`src/rtl/can_gc_pkg.sv`:
```
package can_gc_pkg;
    localparam int CTRL_W = 8;
    localparam int B_SWRES  = 0;
    localparam int B_ENA    = 1;
    localparam int B_TEST   = 2;
    localparam int B_LISTEN = 3;
    localparam int B_SYNC   = 4;
    localparam int B_TTC    = 5;
    localparam int B_OVL    = 6;
    localparam int B_ABORT  = 7;

    typedef struct packed {
        logic abort;
        logic ovl;
        logic ttc;
        logic sync_eof;
        logic listen;
        logic test;
        logic ena;
        logic swres;
    } ctrl_t;
endpackage

```
`src/rtl/can_gc_cmd_reg.sv`:
```
module can_gc_cmd_reg
    import can_gc_pkg::*;
(
    input  logic              clk,
    input  logic              rst_n,
    input  logic              we,
    input  logic [CTRL_W-1:0] wdata,
    output ctrl_t             ctrl_o,
    output logic              swres_o
);
    typedef struct packed {
        logic [CTRL_W-1:0] bits;
    } cmd_st_t;

    cmd_st_t st_d, st_q;

    always_comb begin
        st_d    = st_q;
        swres_o = we && wdata[B_SWRES];
        if (we) begin
            if (wdata[B_SWRES]) begin
                st_d.bits = '0;
            end else begin
                st_d.bits = wdata;
                st_d.bits[B_SWRES] = 1'b0;
            end
        end
    end

    always_ff @(posedge clk or negedge rst_n) begin
        if (!rst_n) st_q <= '0;
        else        st_q <= st_d;
    end

    assign ctrl_o = ctrl_t'(st_q.bits);
endmodule

```
`src/rtl/can_gc_en_seq.sv`:
```
module can_gc_en_seq (
    input  logic clk,
    input  logic rst_n,
    input  logic cmd_ena,
    input  logic bus_idle,
    input  logic tx_busy,
    input  logic swres,
    output logic enabled_o
);
    typedef enum logic { ST_STANDBY = 1'b0, ST_ACTIVE = 1'b1 } en_state_e;

    typedef struct packed {
        en_state_e mode;
    } en_st_t;

    en_st_t st_d, st_q;

    always_comb begin
        st_d = st_q;
        if (swres) begin
            st_d.mode = ST_STANDBY;
        end else begin
            case (st_q.mode)
                ST_STANDBY: if (cmd_ena && bus_idle)  st_d.mode = ST_ACTIVE;
                ST_ACTIVE:  if (!cmd_ena && !tx_busy) st_d.mode = ST_STANDBY;
                default:    st_d.mode = ST_STANDBY;
            endcase
        end
    end

    always_ff @(posedge clk or negedge rst_n) begin
        if (!rst_n) st_q <= '{mode: ST_STANDBY};
        else        st_q <= st_d;
    end

    assign enabled_o = (st_q.mode == ST_ACTIVE);
endmodule

```
`src/rtl/can_gc_ovl_arm.sv`:
```
module can_gc_ovl_arm (
    input  logic clk,
    input  logic rst_n,
    input  logic ovl_bit,
    input  logic rx_done,
    input  logic sent_strobe,
    input  logic cpu_clr,
    input  logic swres,
    output logic req_o,
    output logic sent_o
);
    typedef struct packed {
        logic rx_prev;
        logic req;
        logic sent;
    } ovl_st_t;

    ovl_st_t st_d, st_q;

    always_comb begin
        st_d = st_q;
        if (swres) begin
            st_d = '0;
        end else begin
            st_d.rx_prev = rx_done;
            st_d.req     = ovl_bit && rx_done && !st_q.rx_prev;
            if (sent_strobe)  st_d.sent = 1'b1;
            else if (cpu_clr) st_d.sent = 1'b0;
        end
    end

    always_ff @(posedge clk or negedge rst_n) begin
        if (!rst_n) st_q <= '0;
        else        st_q <= st_d;
    end

    assign req_o  = st_q.req;
    assign sent_o = st_q.sent;
endmodule

```
`src/rtl/can_gc_ctrl.sv`:
```
module can_gc_ctrl
    import can_gc_pkg::*;
#(
    parameter logic RECESSIVE = 1'b1
) (
    input  logic              clk,
    input  logic              rst_n,
    input  logic              reg_we,
    input  logic [CTRL_W-1:0] reg_wdata,
    output logic [CTRL_W-1:0] reg_rdata,
    input  logic              tx_busy_i,
    input  logic              bus_idle_i,
    input  logic              sof_i,
    input  logic              eof_last_i,
    input  logic              rx_done_i,
    input  logic              ovl_sent_i,
    input  logic              tx_bit_i,
    output logic              tx_o,
    output logic              enabled_o,
    output logic              rx_en_o,
    output logic              freeze_o,
    output logic              bitmap_clr_o,
    output logic              ttc_mode_o,
    output logic              test_mode_o,
    output logic              ttc_cap_o,
    output logic              ovl_req_o,
    output logic              ovl_sent_o
);
    ctrl_t ctrl;
    logic  swres;
    logic  enabled;
    logic  ovl_clr;

    can_gc_cmd_reg u_cmd (
        .clk     (clk),
        .rst_n   (rst_n),
        .we      (reg_we),
        .wdata   (reg_wdata),
        .ctrl_o  (ctrl),
        .swres_o (swres)
    );

    can_gc_en_seq u_en (
        .clk       (clk),
        .rst_n     (rst_n),
        .cmd_ena   (ctrl.ena),
        .bus_idle  (bus_idle_i),
        .tx_busy   (tx_busy_i),
        .swres     (swres),
        .enabled_o (enabled)
    );

    assign ovl_clr = reg_we && !reg_wdata[B_OVL];

    can_gc_ovl_arm u_ovl (
        .clk         (clk),
        .rst_n       (rst_n),
        .ovl_bit     (ctrl.ovl),
        .rx_done     (rx_done_i),
        .sent_strobe (ovl_sent_i),
        .cpu_clr     (ovl_clr),
        .swres       (swres),
        .req_o       (ovl_req_o),
        .sent_o      (ovl_sent_o)
    );

    always_comb begin
        reg_rdata    = ctrl;
        enabled_o    = enabled;
        rx_en_o      = enabled;
        freeze_o     = !enabled;
        bitmap_clr_o = ctrl.abort;
        ttc_mode_o   = ctrl.ttc;
        test_mode_o  = ctrl.test;
        tx_o         = (enabled && !ctrl.listen) ? tx_bit_i : RECESSIVE;
        ttc_cap_o    = 1'b0;
        if (enabled && ctrl.ttc)
            ttc_cap_o = ctrl.sync_eof ? eof_last_i : sof_i;
    end
endmodule

```
`config.mk`:
```
export PLATFORM = sky130hd
export DESIGN_NAME = can_gc_ctrl
export DESIGN_NICKNAME = d
export VERILOG_FILES = /design/src/rtl/can_gc_pkg.sv /design/src/rtl/can_gc_cmd_reg.sv /design/src/rtl/can_gc_en_seq.sv /design/src/rtl/can_gc_ovl_arm.sv /design/src/rtl/can_gc_ctrl.sv
export SDC_FILE = /design/constraint.sdc
export NUM_CORES = 1
export LEC_CHECK = 0
export ABC_CLOCK_PERIOD_IN_PS = 2200
export CAP_MARGIN = 20
export CORE_MARGIN = 2
export CORE_UTILIZATION = 30
export CTS_BUF_LIST = sky130_fd_sc_hd__clkbuf_4
export DETAILED_ROUTE_END_ITERATION = 7
export PLACE_DENSITY = 0.73
export REMOVE_ABC_BUFFERS = 1
export SYNTH_ARGS = -nofsm -noshare
export SYNTH_HDL_FRONTEND = slang
export SYNTH_HIERARCHICAL = 1
export SYNTH_SLANG_ARGS = --single-unit
export TNS_END_PERCENT = 20
```
`constraint.sdc`:
```
create_clock -name clk -period 2.2 [get_ports clk]
set_input_delay 0.44 -clock clk [delete_from_list [all_inputs] [get_ports clk]]
set_output_delay 0.44 -clock clk [all_outputs]
set_load 0.005 [all_outputs]
```
==> results of run 1 <==
registers in the layout (all words and copies together) (netlist names):
name / flops
u_ovl/sent_o: 1
u_ovl/st_q: 1
u_ovl/req_o: 1
u_en/enabled_o: 1
u_cmd/ctrl_o: 7
power breakdown:
group	internal, mW	switching (mW)
clock	0.0672	0.0721
sequential	0.217	0.0119
combinational	0.0796	0.0349
total	0.364	0.119
routing by layer:
metal  share of wire [%]  global-route usage (%)  vias up  wire (um)
met5                   0                       0        -          0
met4                0.49                    6.86        0          6
met3                 6.3                    4.71        2         77
met2                  50                    19.7       16        608
met1                  43                    16.2      212        520
li1                    -                       -      227          -
final cells by class:
type | instances | area [um^2] | area share [%]
inverters | 8 | 30.0 | 3.41
well taps | 17 | 21.3 | 2.42
clock buffers | 3 | 22.5 | 2.56
repair buffers | 35 | 348 | 39.5
multi-input cells | 27 | 178 | 20.2
clock inverters | 1 | 5.00 | 0.569
flip-flops and latches | 11 | 275 | 31.3
worst max-delay path, stage by stage:
cell	delay [ps]
clkdlybuf4s50_1	390
or3_1	310
clkdlybuf4s50_1	450
how the worst max path moves through the flow:
stage,endpoint,slack (ps)
final,tx_o,170
after global routing,tx_o,120
after CTS,tx_o,150
after detailed placement,tx_o,150
after global placement,tx_o,190
after floorplan,tx_o,930
cells in the final DEF, fill, tap and decap left out:
cell type,netlist,routed
a21oi_1,2,2
a22o_1,2,2
and2_2,1,1
and3b_1,1,1
buf_4,5,1
clkbuf_4,0,3
clkdlybuf4s50_1,0,34
clkinv_2,0,1
conb_1,1,1
dfrtp_1,11,11
inv_1,8,8
mux2i_1,1,1
nand2_1,2,2
nand2b_1,1,1
nand3b_1,5,5
nor2_1,1,1
nor2b_1,1,1
nor2b_2,1,1
nor2b_4,1,1
o21ai_0,4,4
o21ai_1,2,2
or3_1,1,1
per-stage QoR:
step,util [%],worst slack (ps)
3_3_place_gp,50.4,188
4_1_cts,52.1,155
6_report,52.1,169
2_1_floorplan,-,932
5_1_grt,52.1,122
3_5_place_dp,50.4,155
cell families after synthesis:
group	after synthesis
and+or+nand+nor	15
buffers and inverters	14
DFF	11
AOI/OAI and AO/OA	10
muxes	1
other	1
==> metrics.md, run 1 <==
| Metric | Value |
|---|---|
| Drt via density | 4.48 |
| Reg clk slew, reported paths | 80 ps |
| Wire per inst | 11.9 um |
| Synth top area cells | dfrtp_1 52%, buf_4 7.1%, nand3b_1 7.1% |
| MaxCap Viol Count | 0 |
| Simple-gate area share of the yosys netlist | 20.0% |
| CP Launch Point | tx_bit_i |
| Initial Util | 31.5% |
| RSZ-0062 raised after global routing | false |
| Fillers | 148 |
| Number of synthesized flops with an enable pin | 0 |
| Post-CTS sizing | 0 |
| Crit-path max FO | 1 |
| Highest Clock Rate | 492 MHz |
| R2r setup slk | 1460 ps |
| Total Neg Setup Slack | 0 ps |
| Slew Limit Fails | 0 |
| Post-Route WL | 1210 um |
| First-iteration detailed-routing DRC count | 7 |
| Yosys warning count | 6 |
| Die footprint | 2130 um^2 |
| Post-Synth XOR/XNOR Area | 0% |
| Most frequent cells after synthesis | 11 x dfrtp_1, 8 x inv_1, 5 x buf_4, 5 x nand3b_1, 4 x o21ai_0 |
| Final #Nets | 104 |
| Worst reg2reg path startpoint | u_cmd/ctrl_o[5] |
| Top_reg_cell synth | dfrtp_1 |
| Placed Instances | 98 |
| Cell count after synthesis | 52 |
| Synth async-reset ratio | 100% |
| Fin area | 880 um^2 |
| CTS tree | done |
| TritonCTS buffer count | 3 |
| Cell Area, Synth | 532 um^2 |
| Status | completed |
| Tcrit/Tclk final | 92.3% |
| Worst VDD drop | 0.259 mV |
| Core ar. | 1690 um^2 |
| Post-CTS Setup Inserts | 0 |
| Final Wtd Congestion | 0.667 |
| Area growth, synth to finish | 65.4% |
| Vias in the first global route | 453 |
| Clock root buffer | clkbuf_4 |
| Min-Delay Path Class | in2async |
| CTS Hold Bufs | 0 |
| Ports | 36 |
| Vias | 457 |
| Clk sinks | 11 |
| Total power | 483 uW |
| IO buf count | 34 |
| Num rows | 15 |
| Leading area contributor after synthesis | dfrtp_1 |
| Leakage | 0.382 nW |
| Sequential element share of the synthesized area | 51.8% |
| CTS H-tree lvls | 1 |
| Share of the synthesized area in the top cell type | 51.8% |
| ANT nets after route | 0 |
| Critical Path RT | 1760 ps |
| Hpwl dp | 945 um |
| Largest net degree at the start of global routing | 15 |
| Crit path time final | 2030 ps |
| Initial DRT Pass Iterations | 4 |
| Critical Path Start Type | input port |
| Die Span X | 46.1 um |
| Post-Syn Area per Cell | 10.2 um^2 |
| Hold_ws | 503 ps |
| Synth cell types | 20 |
| First-pass GRT wire length | 1900 um |
| Post-Layout Cell Count | 102 |
| Slew headroom | 66.0% |
| CP endpoint kind | primary output |
| DRC violations left | 0 |
| Power per cell area | 549 nW/um^2 |
| Clk Latency, worst-skew pair | 270 ps |
| Die extent in y | 46.1 um |
| Reg2reg end | u_cmd/ctrl_o[5] |
| Cell Area, Placed | 852 um^2 |
| Setup Skew | 4.77 ps |
| Count leader, synth | dfrtp_1 |
| Congestion Overflow GR | 0 |
| Worst-case reg-to-reg path depth | 1 |
| Final hold violations | 0 |
| WP data arrival | 1590 ps |
| CTS max path bufs | 2 |
| Main combinational cell family by area after synthesis | simple AND/OR/NAND/NOR gates |
| Synth Area in Compound Gates | 10.8% |
| Layout cell share with drive strength beyond 1 | 9.41% |
| Multiplexer area fraction after synthesis | 1.88% |
| Adder-Cell Fraction of Synth Area | 0% |
| Ant diodes | 0 |
| Initial antenna violation count | 0 |
| Setup violators final | 0 |
| Slew @ Worst Pin | 509 ps |
| Register bit total from synthesis | 11 |
| Tot GR Track Use | 13.1% |
| WS Path Type | in2out |
Note: power is estimated with default switching activity, not from simulation.
==> run 2, diff against run 1 <==
--- a/config.mk
+++ b/config.mk
@@ -11,6 +11,7 @@
 export CORE_UTILIZATION = 30
 export CTS_BUF_LIST = sky130_fd_sc_hd__clkbuf_4
 export DETAILED_ROUTE_END_ITERATION = 7
+export GPL_TIMING_DRIVEN = 0
 export PLACE_DENSITY = 0.73
 export REMOVE_ABC_BUFFERS = 1
 export SYNTH_ARGS = -nofsm -noshare
==> metrics.md, run 2 (same netlist as run 1, synthesis figures left out) <==
| Metric | Value |
|---|---|
| Vias in the first global route | 454 |
| Drt via density | 4.53 |
| Finished Core Util | 51.8% |
| Wire per inst | 11.9 um |
| Hpwl dp | 899 um |
| Die extent in y | 46.1 um |
| Slew headroom | 66.5% |
| WS Path Type | in2out |
| Final worst slack | 197 ps |
| First-pass GRT wire length | 2060 um |
| First-iteration detailed-routing DRC count | 5 |
| Crit-path max FO | 1 |
| RSZ-0062 raised after global routing | false |
| Die Span X | 46.1 um |
| Final Wtd Congestion | 0.684 |
| Ports | 36 |
| Total Neg Setup Slack | 0 ps |
| CTS tree | done |
| TritonCTS buffer count | 3 |
| Min-Delay Path Class | in2async |
| Die footprint | 2130 um^2 |
| Hold_ws | 506 ps |
| Final #Nets | 103 |
| Tcrit/Tclk final | 91.0% |
| Ant diodes | 0 |
| Critical Path Start Type | input port |
| CTS Hold Bufs | 0 |
| DRC violations left | 0 |
| Fin area | 875 um^2 |
| Commonest non-fill, non-tap cell in the layout | clkdlybuf4s50_1 |
| Post-CTS sizing | 0 |
| WP data arrival | 1560 ps |
| Most frequent cells in the layout | 34 x clkdlybuf4s50_1, 11 x dfrtp_1, 8 x inv_1, 5 x nand3b_1 |
| Total power | 493 uW |
| Clk sinks | 11 |
| Layout cell share with drive strength beyond 1 | 8.33% |
| Cell Area, Placed | 845 um^2 |
| Clk Latency, worst-skew pair | 260 ps |
| Reg clk slew, reported paths | 70 ps |
| Clock root buffer | clkbuf_4 |
| Area growth, synth to finish | 64.5% |
| Highest Clock Rate | 499 MHz |
| CTS H-tree lvls | 1 |
| CP endpoint kind | primary output |
| CTS max path bufs | 2 |
| Post-Layout Cell Count | 101 |
| Status | completed |
| Crit path time final | 2000 ps |
| Leakage | 0.378 nW |
| Post-CTS Setup Inserts | 0 |
| Initial antenna violation count | 0 |
| Slew @ Worst Pin | 501 ps |
| Core ar. | 1690 um^2 |
| Initial DRT Pass Iterations | 4 |
| Final hold violations | 0 |
| Tot GR Track Use | 14.1% |
| Power per cell area | 564 nW/um^2 |
| Slew Limit Fails | 0 |
| Placed Instances | 97 |
| Largest register FFs | 7 |
| Num rows | 15 |
| Post-Route WL | 1210 um |
| ANT nets after route | 0 |
| Initial Util | 31.5% |
| Place WS | 197 ps |
| Worst VDD drop | 0.252 mV |
| Largest net degree at the start of global routing | 15 |
| Congestion Overflow GR | 0 |
| Setup Skew | 0.222 ps |
| MaxCap Viol Count | 0 |
| Vias | 458 |
| IO buf count | 34 |
| Setup violators final | 0 |
| Critical Path RT | 1760 ps |
run 2: worst max-delay path: stages:
cell             delay, ps
clkdlybuf4s50_1        380
or3_1                  290
clkdlybuf4s50_1        450
run 2: power by group:
part | switching (mW) | internal (mW)
logic | 0.0352 | 0.0784
clock network | 0.0682 | 0.0824
registers | 0.0115 | 0.217
total | 0.115 | 0.378
run 2: worst paths after layout:
check / startpoint / to / slack [ps] / cells after the start
max: tx_bit_i / tx_o / 200 / 3
max reg2reg: u_cmd/ctrl_o[5] / u_cmd/ctrl_o[5] / 1460 / 1
min: rst_n / u_cmd/ctrl_o[3] / 510 / 1
min reg2reg: u_ovl/st_q[2] / u_ovl/req_o / 520 / 1
min in group clk: u_ovl/st_q[2] / u_ovl/req_o / 520 / 1
max in group asynchronous: rst_n / u_cmd/ctrl_o[2] / 1360 / 1
run 2: routing by layer:
layer,vias to the layer above,wire (um),track usage (%)
met5,-,0,0
met4,0,12,8.57
met3,2,73,4.31
met1,214,541,19.0
li1,226,-,-
met2,16,577,19.4
run 2: cell type report:
class	count	area (um^2)
inverters	8	30.0
repair buffers	34	340
well taps	17	21.3
fillers	151	815
flip-flops and latches	11	275
clock buffers	4	30.0
multi-input cells	27	178
==> run 3, diff against run 2 <==
--- a/config.mk
+++ b/config.mk
@@ -14,6 +14,7 @@
 export GPL_TIMING_DRIVEN = 0
 export PLACE_DENSITY = 0.73
 export REMOVE_ABC_BUFFERS = 1
+export SETUP_SLACK_MARGIN = 0.2
 export SYNTH_ARGS = -nofsm -noshare
 export SYNTH_HDL_FRONTEND = slang
 export SYNTH_HIERARCHICAL = 1
==> metrics.md, run 3 (same netlist as run 1, synthesis figures left out) <==
| Metric | Value |
|---|---|
| Worst reg2reg path startpoint | u_cmd/ctrl_o[5] |
| Hold_ws | 506 ps |
| Critical Path RT | 1760 ps |
| Die Span X | 46.1 um |
| CTS tree | done |
| Crit-path max FO | 1 |
| Critical path's top delay family | buffers and inverters |
| Clock root buffer | clkbuf_4 |
| Critical Path Start Type | input port |
| Sw frac | 23.3% |
| Sequential share of power | 46.5% |
| Cell Area, Placed | 845 um^2 |
| ANT nets after route | 0 |
| Setup violators final | 0 |
| Initial Util | 31.5% |
| R2r setup slk | 1460 ps |
| RSZ-0062 raised after global routing | false |
| Worst-case reg-to-reg path depth | 1 |
| Area growth, synth to finish | 64.7% |
| Fin area | 876 um^2 |
| WP buf/inv | 2 |
| Clk pwr share | 30.6% |
| Power per cell area | 562 nW/um^2 |
| CTS Hold Bufs | 0 |
| Initial DRT Pass Iterations | 4 |
| Tcrit/Tclk final | 82.5% |
| TritonCTS buffer count | 3 |
| Drt via density | 4.51 |
| Vias | 456 |
| Largest net degree at the start of global routing | 15 |
| Setup Skew | 0.222 ps |
| Vias in the first global route | 454 |
| Slew @ Worst Pin | 501 ps |
| WP data arrival | 1370 ps |
| Num rows | 15 |
| Slowest cell on the critical path | clkdlybuf4s50_1 |
| WS Path Type | in2out |
| Highest Clock Rate | 551 MHz |
| IO buf count | 34 |
| Crit path cell chain | clkdlybuf4s50_1, or3_1, dlygate4sd2_1 |
| Tot GR Track Use | 14.1% |
| Leakage | 0.395 nW |
| Status | completed |
| Initial antenna violation count | 0 |
| Core ar. | 1690 um^2 |
| CTS max path bufs | 2 |
| First-iteration detailed-routing DRC count | 5 |
| Final Wtd Congestion | 0.684 |
| Commonest non-fill, non-tap cell in the layout | clkdlybuf4s50_1 |
| Int Pwr | 377 uW |
| CP endpoint kind | primary output |
| Ant diodes | 0 |
| Gate power share | 22.9% |
| Largest stage delay, worst path | 380 ps |
| Ports | 36 |
| Reg2reg end | u_cmd/ctrl_o[5] |
| Min-Delay Path Class | in2async |
| Final hold violations | 0 |
| Switching component of the power | 115 uW |
| Die extent in y | 46.1 um |
| Crit path time final | 1810 ps |
| Die footprint | 2130 um^2 |
| First-pass GRT wire length | 2060 um |
| Post-Route WL | 1210 um |
| MaxCap Viol Count | 0 |
| Wire per inst | 12.0 um |
| Slew Limit Fails | 0 |
| Final #Nets | 103 |
| Congestion Overflow GR | 0 |
| Most frequent cells in the layout | 32 x clkdlybuf4s50_1, 11 x dfrtp_1, 8 x inv_1, 5 x nand3b_1 |
| Total Neg Setup Slack | 0 ps |
| Hpwl dp | 899 um |
| Slew headroom | 66.5% |
| CTS H-tree lvls | 1 |
| DRC violations left | 0 |
| Reg clk slew, reported paths | 70 ps |
| Clk sinks | 11 |
| Largest register FFs | 7 |
| Worst VDD drop | 0.252 mV |
| Layout cell share with drive strength beyond 1 | 8.33% |
| Fillers | 152 |
| Clk Latency, worst-skew pair | 260 ps |
[run 3: repair_timing]
action,CTS,global route
hold endpoints to repair,0,0
endpoints found under the setup margin,2,1
resized for setup,1,1
buffers inserted,0,0
[run 3: power by group through the flow]
stage | Clock, mW | Combinational, mW | Sequential [mW]
finish | 0.151 | 0.113 | 0.229
global route | 0.165 | 0.125 | 0.232
CTS | 0.154 | 0.114 | 0.229
detailed placement | 0 | 0.114 | 0.233
global placement | 0 | 0.112 | 0.233
floorplan | 0 | 0.0243 | 0.234
[run 3: metal layers]
layer / track usage (%) / vias to the layer above / part of all wire (%)
li1: - / 226 / -
met1: 19.0 / 212 / 45
met2: 19.4 / 16 / 48
met3: 4.31 / 2 / 6.1
met4: 8.57 / 0 / 0.99
met5: 0 / - / 0
[run 3: worst max-delay path by stage]
stage,start,to,cells past startpoint
2_1_floorplan,u_en/enabled_o,tx_o,2
3_3_place_gp,tx_bit_i,tx_o,3
3_5_place_dp,tx_bit_i,tx_o,3
4_1_cts,eof_last_i,ttc_cap_o,4
5_1_grt,tx_bit_i,tx_o,3
6_report,tx_bit_i,tx_o,3
[run 3: cell type report]
| class | count | area [um^2] | area share [%] |
|---|---|---|---|
| sequential | 11 | 275 | 31.4 |
| clock buffer | 4 | 30.0 | 3.43 |
| inverter | 8 | 30.0 | 3.43 |
| multi-input combinational | 27 | 178 | 20.3 |
| tap | 17 | 21.3 | 2.43 |
| timing repair buffer | 34 | 342 | 39.0 |
[run 3: metrics by stage]
step | cells | power (mW) | utilization (%) | setup slack (ps)
after global routing | 101 | 0.522 | 51.9 | 342
final | 101 | 0.492 | 51.9 | 385
after detailed placement | 97 | 0.348 | 50.0 | 197
after global placement | 97 | 0.345 | 50.0 | 190
after floorplan | 46 | 0.259 | - | 932
after CTS | 101 | 0.498 | 51.7 | 199
